## config.mk

```make
export PLATFORM = sky130hd
export DESIGN_NAME = ycc422_subsampler
export DESIGN_NICKNAME = d
export VERILOG_FILES = /design/src/rtl/ycc422_pkg.sv /design/src/rtl/ycc422_avg.sv /design/src/rtl/ycc422_stage.sv /design/src/rtl/ycc422_chroma_sel.sv /design/src/rtl/ycc422_subsampler.sv
export SDC_FILE = /design/constraint.sdc
export NUM_CORES = 1
export LEC_CHECK = 0
export ABC_AREA = 0
export BUFFER_PORTS_ARGS = -buffer_cell sky130_fd_sc_hd__buf_2
export CAP_MARGIN = 20
export CORE_AREA = 2 2 101 103
export CTS_CLUSTER_DIAMETER = 100
export CTS_CLUSTER_SIZE = 25
export DETAILED_ROUTE_END_ITERATION = 10
export DIE_AREA = 0 0 103 105
export PLACE_DENSITY = 0.76
export SYNTH_ARGS = -nofsm -noshare
export SYNTH_HDL_FRONTEND = slang
export SYNTH_HIERARCHICAL = 1
export SYNTH_SLANG_ARGS = --single-unit
```

## constraint.sdc

```tcl
create_clock -name clk -period 9 [get_ports clk]
set_input_delay 1.8 -clock clk [delete_from_list [all_inputs] [get_ports clk]]
set_output_delay 1.8 -clock clk [all_outputs]
set_load 0.1 [all_outputs]
```

## src/rtl/ycc422_pkg.sv

```systemverilog
package ycc422_pkg;

  typedef enum logic {
    ENC_PASS = 1'b0,
    ENC_422  = 1'b1
  } enc_e;

  typedef enum logic {
    SUB_DROP = 1'b0,
    SUB_AVG  = 1'b1
  } sub_e;

  typedef enum logic {
    ORD_CB_FIRST = 1'b0,
    ORD_CR_FIRST = 1'b1
  } ord_e;

  localparam int unsigned NUM_LANES = 2;  // first- and second-ordered chroma

endpackage

```

## src/rtl/ycc422_avg.sv

```systemverilog
module ycc422_avg #(
  parameter int unsigned W = 10
) (
  input  logic [W-1:0] a,
  input  logic [W-1:0] b,
  output logic [W-1:0] y
);
  localparam int unsigned SW = W + 1;

  logic [SW-1:0] sum;

  always_comb begin
    sum = SW'(a) + SW'(b) + SW'(1);
    y   = W'(sum >> 1);
  end
endmodule

```

## src/rtl/ycc422_stage.sv

```systemverilog
module ycc422_stage #(
  parameter int unsigned W = 10
) (
  input  logic         clk,
  input  logic         rst,
  input  logic         adv,
  input  logic         in_valid,
  input  logic         in_sol,
  input  logic [W-1:0] in_y,
  input  logic [W-1:0] in_cb,
  input  logic [W-1:0] in_cr,
  output logic         s1_valid,
  output logic         s1_second,
  output logic [W-1:0] s1_y,
  output logic [W-1:0] s1_cb,
  output logic [W-1:0] s1_cr,
  output logic [W-1:0] mate_cb,
  output logic [W-1:0] mate_cr
);
  logic last_second;
  logic nxt_second;

  always_comb nxt_second = in_sol ? 1'b0 : ~last_second;

  always_ff @(posedge clk) begin
    if (rst) begin
      last_second <= 1'b1;
      s1_valid    <= 1'b0;
      s1_second   <= 1'b0;
      s1_y        <= '0;
      s1_cb       <= '0;
      s1_cr       <= '0;
      mate_cb     <= '0;
      mate_cr     <= '0;
    end else if (adv) begin
      s1_valid <= in_valid;
      if (in_valid) begin
        last_second <= nxt_second;
        s1_second   <= nxt_second;
        s1_y        <= in_y;
        s1_cb       <= in_cb;
        s1_cr       <= in_cr;
      end
      if (s1_valid) begin
        mate_cb <= s1_cb;
        mate_cr <= s1_cr;
      end
    end
  end
endmodule

```

## src/rtl/ycc422_chroma_sel.sv

```systemverilog
module ycc422_chroma_sel
  import ycc422_pkg::*;
#(
  parameter int unsigned W = 10
) (
  input  sub_e         mode,
  input  ord_e         order,
  input  logic         s1_second,
  input  logic [W-1:0] s1_cb,
  input  logic [W-1:0] s1_cr,
  input  logic         partner_ok,
  input  logic [W-1:0] nxt_cb,
  input  logic [W-1:0] nxt_cr,
  input  logic [W-1:0] mate_cb,
  input  logic [W-1:0] mate_cr,
  output logic [W-1:0] chroma
);
  // lane 0: first-ordered chroma of the pair, lane 1: second-ordered
  logic [W-1:0] own_c   [NUM_LANES];
  logic [W-1:0] other_c [NUM_LANES];
  logic [W-1:0] mean_c  [NUM_LANES];

  always_comb begin
    if (order == ORD_CB_FIRST) begin
      own_c[0]   = s1_cb;
      other_c[0] = nxt_cb;
      own_c[1]   = s1_cr;
      other_c[1] = mate_cr;
    end else begin
      own_c[0]   = s1_cr;
      other_c[0] = nxt_cr;
      own_c[1]   = s1_cb;
      other_c[1] = mate_cb;
    end
  end

  for (genvar g = 0; g < NUM_LANES; g++) begin : g_lane
    ycc422_avg #(.W(W)) u_avg (
      .a(own_c[g]),
      .b(other_c[g]),
      .y(mean_c[g])
    );
  end

  always_comb begin
    if (!s1_second) begin
      chroma = (mode == SUB_AVG && partner_ok) ? mean_c[0] : own_c[0];
    end else begin
      chroma = (mode == SUB_AVG) ? mean_c[1] : other_c[1];
    end
  end
endmodule

```

## src/rtl/ycc422_subsampler.sv

```systemverilog
module ycc422_subsampler
  import ycc422_pkg::*;
#(
  parameter int unsigned W = 10
) (
  input  logic         clk,
  input  logic         rst,
  input  logic         cfg_enc,
  input  logic         cfg_avg,
  input  logic         cfg_cr_first,
  input  logic         in_valid,
  output logic         in_ready,
  input  logic         in_sol,
  input  logic [W-1:0] in_y,
  input  logic [W-1:0] in_cb,
  input  logic [W-1:0] in_cr,
  output logic         out_valid,
  input  logic         out_ready,
  output logic [W-1:0] out_luma,
  output logic [W-1:0] out_chroma,
  output logic [W-1:0] out_aux
);
  logic         adv;
  logic         s1_valid, s1_second;
  logic [W-1:0] s1_y, s1_cb, s1_cr, mate_cb, mate_cr;
  logic         partner_ok;
  logic [W-1:0] sel_c;
  enc_e         enc;

  always_comb begin
    adv        = !out_valid || out_ready;
    in_ready   = adv;
    partner_ok = in_valid && !in_sol;
    enc        = enc_e'(cfg_enc);
  end

  ycc422_stage #(.W(W)) u_stage (
    .clk(clk), .rst(rst), .adv(adv),
    .in_valid(in_valid), .in_sol(in_sol),
    .in_y(in_y), .in_cb(in_cb), .in_cr(in_cr),
    .s1_valid(s1_valid), .s1_second(s1_second),
    .s1_y(s1_y), .s1_cb(s1_cb), .s1_cr(s1_cr),
    .mate_cb(mate_cb), .mate_cr(mate_cr)
  );

  ycc422_chroma_sel #(.W(W)) u_sel (
    .mode(sub_e'(cfg_avg)), .order(ord_e'(cfg_cr_first)),
    .s1_second(s1_second), .s1_cb(s1_cb), .s1_cr(s1_cr),
    .partner_ok(partner_ok), .nxt_cb(in_cb), .nxt_cr(in_cr),
    .mate_cb(mate_cb), .mate_cr(mate_cr),
    .chroma(sel_c)
  );

  always_ff @(posedge clk) begin
    if (rst) begin
      out_valid  <= 1'b0;
      out_luma   <= '0;
      out_chroma <= '0;
      out_aux    <= '0;
    end else if (adv) begin
      out_valid <= s1_valid;
      out_luma  <= s1_y;
      if (enc == ENC_PASS) begin
        out_chroma <= s1_cb;
        out_aux    <= s1_cr;
      end else begin
        out_chroma <= sel_c;
        out_aux    <= '0;
      end
    end
  end
endmodule

```

Word-level counts from Yosys, hierarchy flattened
Cells that the tools add are included.
Widths: inputs -> output; s select.
- bits in registers: 84
- bits in latches: 0
- bits in writable memories: 0
- bits in read-only memories: 0
- input port bits: 38
- word-level logic and storage cells: 32
- memories kept: 0
- add/subtract/negate cells: 4
- multipliers: 0
- divide/modulo/power cells: 0
- magnitude comparators: 0
- equal/unequal tests: 0
- shifts and indexed selects: 0
- muxes and demuxes: 8
- bitwise operators: 1
- reductions and logical operators: 7
- operators by type and width (kind ; count):
    $mux 10 ; 5
    $mux 20 ; 2
    $add 10x10->11 ; 2
    $add 11x1->11 const B ; 2
    $reduce_and 2->1 ; 2
    $logic_and 1x1->1 ; 2
    $logic_not 1->1 ; 2
    $logic_or 1x1->1 ; 1
    $mux 1 ; 1
    $not 1->1 ; 1

Longest topological paths before layout
- depth after elaboration: 6
- depth in mapped cells: 14
- depth with buffers taken out: 12

Hierarchy
The synthesis kept the hierarchy.
- by module, submodules not included (module ; instances ; cells an instance ; area an instance (µm²) ; seq. area each (µm²)):
    ycc422_stage ; 1 ; 240 ; 2357.3 ; 1061.0
    ycc422_subsampler ; 1 ; 137 ; 1292.5 ; 620.6
    ycc422_avg ; 2 ; 56 ; 414.1 ; 0.0
    ycc422_chroma_sel ; 1 ; 89 ; 797.0 ; 0.0

Least setup slack after synthesis
OpenSTA, ideal clock, no wires.
- kind: input-to-reg
- start: input cfg_cr_first
- end: register out_chroma[6]
- library setup time: 0.080 ns
- arrival time: 4.032 ns
- path slack: 4.889 ns
- cell stages on the path: 13
- cell sequence: buf_4 buf_6 mux2_2 ha_1 nor3_1 a2111oi_2 nand2b_1 a21oi_1 xnor2_1 mux2i_1 o22ai_1 mux2i_1 a211oi_2
- RTL lines (item ; RTL line ; source):
    start, declared ; ycc422_subsampler.sv:10 ; input logic cfg_cr_first,
    end signal, assigned ; ycc422_subsampler.sv:67 ; out_chroma <= sel_c;
    end, declared ; ycc422_subsampler.sv:20 ; output logic [W-1:0] out_chroma,

Worst setup path after layout
- start: input out_ready
- end: output in_ready
- word-level cells in the longest chain between the ends: 1
- RTL lines (item ; RTL line ; source):
    start, declared ; ycc422_subsampler.sv:18 ; input logic out_ready,
    $logic_or 1x1->1 ; ycc422_subsampler.sv:31 ; adv = !out_valid || out_ready;
    end, declared ; ycc422_subsampler.sv:12 ; output logic in_ready,
Every way passes these cells.

==> run_results.csv <==
group,metric,value,unit
synth,netlist_area,5275,um2
clocking,cts_tree,"built",
global_route,grt_pass1_vias,4146,
global_route,grt_max_degree,96,
pwr,power_density,167.3,nW/um2
synth,yosysTopAreaCell,"dfxtp_1",
worst_setup_path,rrSetupSlack,6050,ps
finish,area_delta_synth_final,9.132,%
timing,clock_skew,10.81,ps
min_path,hold_path_class,"reg -> reg",
status,run_status,"finished, final reports clean",
die,row_count,36,
synth,synth_top_area_share,0.3188,
clocking,insertion_delay,360,ps
timing,rsz0062_at_grt,"no",
placement,dpl.hpwl,8.553,mm
worst_setup_path,r2r_cells,12,
clocking,post_cts_resized,0,
synth,synth_nets,636,
die,die_height,105,um
worst_setup_path,endpoint_kind,"primary output",
clocking,cts_buffers,9,
timing,setup_tns,0,ps
clocking,cts_sinks,84,
synth,synth.avg_cell_area,9.126,um2
timing,hold_viol_final,0,
timing,finalCritPeriodShare,0.5646,
worst_setup_path,cp.arrival,3280,ps
worst_setup_path,cp_data_required_time,7200,ps
clocking,cts_root_buf,"clkbuf_8",
min_path,min_delay_path_depth,2,
synth,synthCells,578,
global_route,grt_pass1_wl,20.33,mm
detailed_routing,drt_iter0_drc,270,
detailed_routing,drc,0,
pwr,peakVddDrop,0.08168,mV
global_route,overflow,0,
synth,ys_ff_latch,84,
worst_setup_path,crit_path_top_delay_cell,"inv_4",
worst_setup_path,crit_fanout,95,
die,die_area,10820,um2
finish,stdcell_area,5757,um2
finish,num-nets-final,671,
finish,finish.utilization,0.5972,
finish,diodes,0,
placement,port-buffer-count,69,
worst_setup_path,worstSetupStartpointType,"input pin",
finish,final_common_cell,"dfxtp_1",
finish,final_cell_mix,"84 x dfxtp_1, 68 x buf_2, 65 x a21oi_1",
detailed_routing,dr.pass1.iters,5,
worst_setup_path,critPathKind,"in -> out",
placement,placed_cell_area,5505,um2
worst_setup_path,crit_path_frequent_cell,"buf_2",
detailed_routing,wl_per_cell,17.14,um
detailed_routing,ant_nets,0,
clocking,post-cts-setup-buffers,0,
worst_setup_path,path_cells,"buf_2 -> nor2b_4 -> inv_4 -> buf_2",
synth,yosysUniqueCellTypes,41,
placement,gp_congestion,0.9163,
synth,yosysSeqAreaShare,0.3188,
timing,worst_pin_slew,1014,ps
global_route,track_usage,0.2361,
run,cap_violations,0,
detailed_routing,vias_per_cell,5.883,
timing,fmax,196.8,MHz
finish,drive_gt1_frac,0.3172,
synth,yosys-top-cells-area,"dfxtp_1 32%, mux2_2 6.8%, a21oi_1 6.2%",
detailed_routing,vias,4418,
clocking,clk_path_buf_depth,2,
worst_setup_path,critPathMaxStageDelay,670,ps
die,io_pins,70,
detailed_routing,routed_wl,12.87,mm
timing,slew_headroom,0.3240,
synth,synth_warnings,6,
global_route,antenna_found_initial,0,
timing,finalCriticalPeriod,5081,ps
clocking,ctsHtreeMaxLevel,3,
clocking,cts_hold_buffers,0,
clocking,clkTransAtPathRegs,80,ps
die,coreArea,9639,um2
finish,fill_cells,864,
pwr,p_leak,2.407,nW
timing,slew_violations,0,
timing,setup_viol,0,
die,chipWidth,103,um
die,initial_core_util,0.5472,
==> layer usage <==
metal | share of wire | global-route usage
met2 | 0.48 | 0.3724
met1 | 0.45 | 0.3174
met5 | 0 | 0
met4 | 0.024 | 0.1006
met3 | 0.051 | 0.03545
==> layout make-up <==
cell class / count / area, um2 / area share
multi-input cells: 436 / 3247 / 0.5640
clock inverters: 7 / 127.6 / 0.02217
repair buffers: 72 / 370.4 / 0.06433
inverters: 10 / 40.04 / 0.006955
clock buffers: 9 / 123.9 / 0.02152
well taps: 133 / 166.4 / 0.02891
flip-flops and latches: 84 / 1682 / 0.2921
==> critical path: cells and delay by family <==
kind | cells | cell delay, ps
simple gates | 1 | 100
buf+inv | 3 | 1340
==> registers in the layout, indices dropped and copies added (netlist names) <==
| signal | cells |
|---|---|
| u_stage/mate_cr | 10 |
| u_stage/mate_cb | 10 |
| out_luma | 10 |
| out_valid | 1 |
| u_stage/s1_second | 1 |
| out_aux | 10 |
| out_chroma | 10 |
| u_stage/s1_cb | 10 |
| u_stage/s1_valid | 1 |
| u_stage/s1_y | 10 |
| u_stage/last_second | 1 |
| u_stage/s1_cr | 10 |
==> power breakdown <==
part	total [mW]	switching, mW	internal (mW)
combinational	0.217	0.141	0.0763
clock	0.342	0.153	0.189
sequential	0.404	0.0152	0.389
==> synth_stat cells, drive strengths merged <==
cell and number:
clkbuf 11, nand3b 11, o31a 2, a21o 4
a211oi 12, o21ai 20, a21oi 85, o22ai 10
buf 37, mux2i 21, nand2 37, a2111oi 4
nand4bb 1, o21a 2, fa 2, xor2 6
and2b 2, dfxtp 84, o211a 2, nor3 4
ha 18, mux2 40, xnor2 8, inv 10
a21bo 52, nor2b 4, nand3 54, nand2b 2
nor2 33
==> kinds of logic (layout without fill, tap and decap cells) <==
kind of cell               Yosys count  after routing  share of synthesized area
xor gates and xnor gates            14             14                    0.02325
and+or+nand+nor                    148            148                     0.1350
adders and majority gates           20             20                    0.05029
DFF                                 84             84                     0.3188
buffers and inverters               58             98                    0.06570
AOI/OAI and AO/OA                  193            193                     0.2761
muxes                               61             61                     0.1309
==> metrics by stage <==
| step | hold slack (ps) | setup slack (ps) | power, mW | instances |
|---|---|---|---|---|
| after floorplan | 430.9 | 4889 | 0.5851 | 578 |
| after global routing | 466.5 | 3817 | 0.9994 | 751 |
| after detailed placement | 442.2 | 3938 | 0.6248 | 735 |
| after global placement | 434.8 | 3969 | 0.6182 | 735 |
| after CTS | 454.3 | 3930 | 0.9654 | 751 |
| final | 451.2 | 3919 | 0.9632 | 751 |
==> final timing paths <==
| path | from | to |
|---|---|---|
| max | out_ready | in_ready |
| min | out_luma[5] | out_luma[5] |
| max reg2reg | u_stage/s1_cr[1] | out_chroma[7] |
| min reg2reg | out_luma[5] | out_luma[5] |
Note: power is estimated with default switching activity, not from simulation.
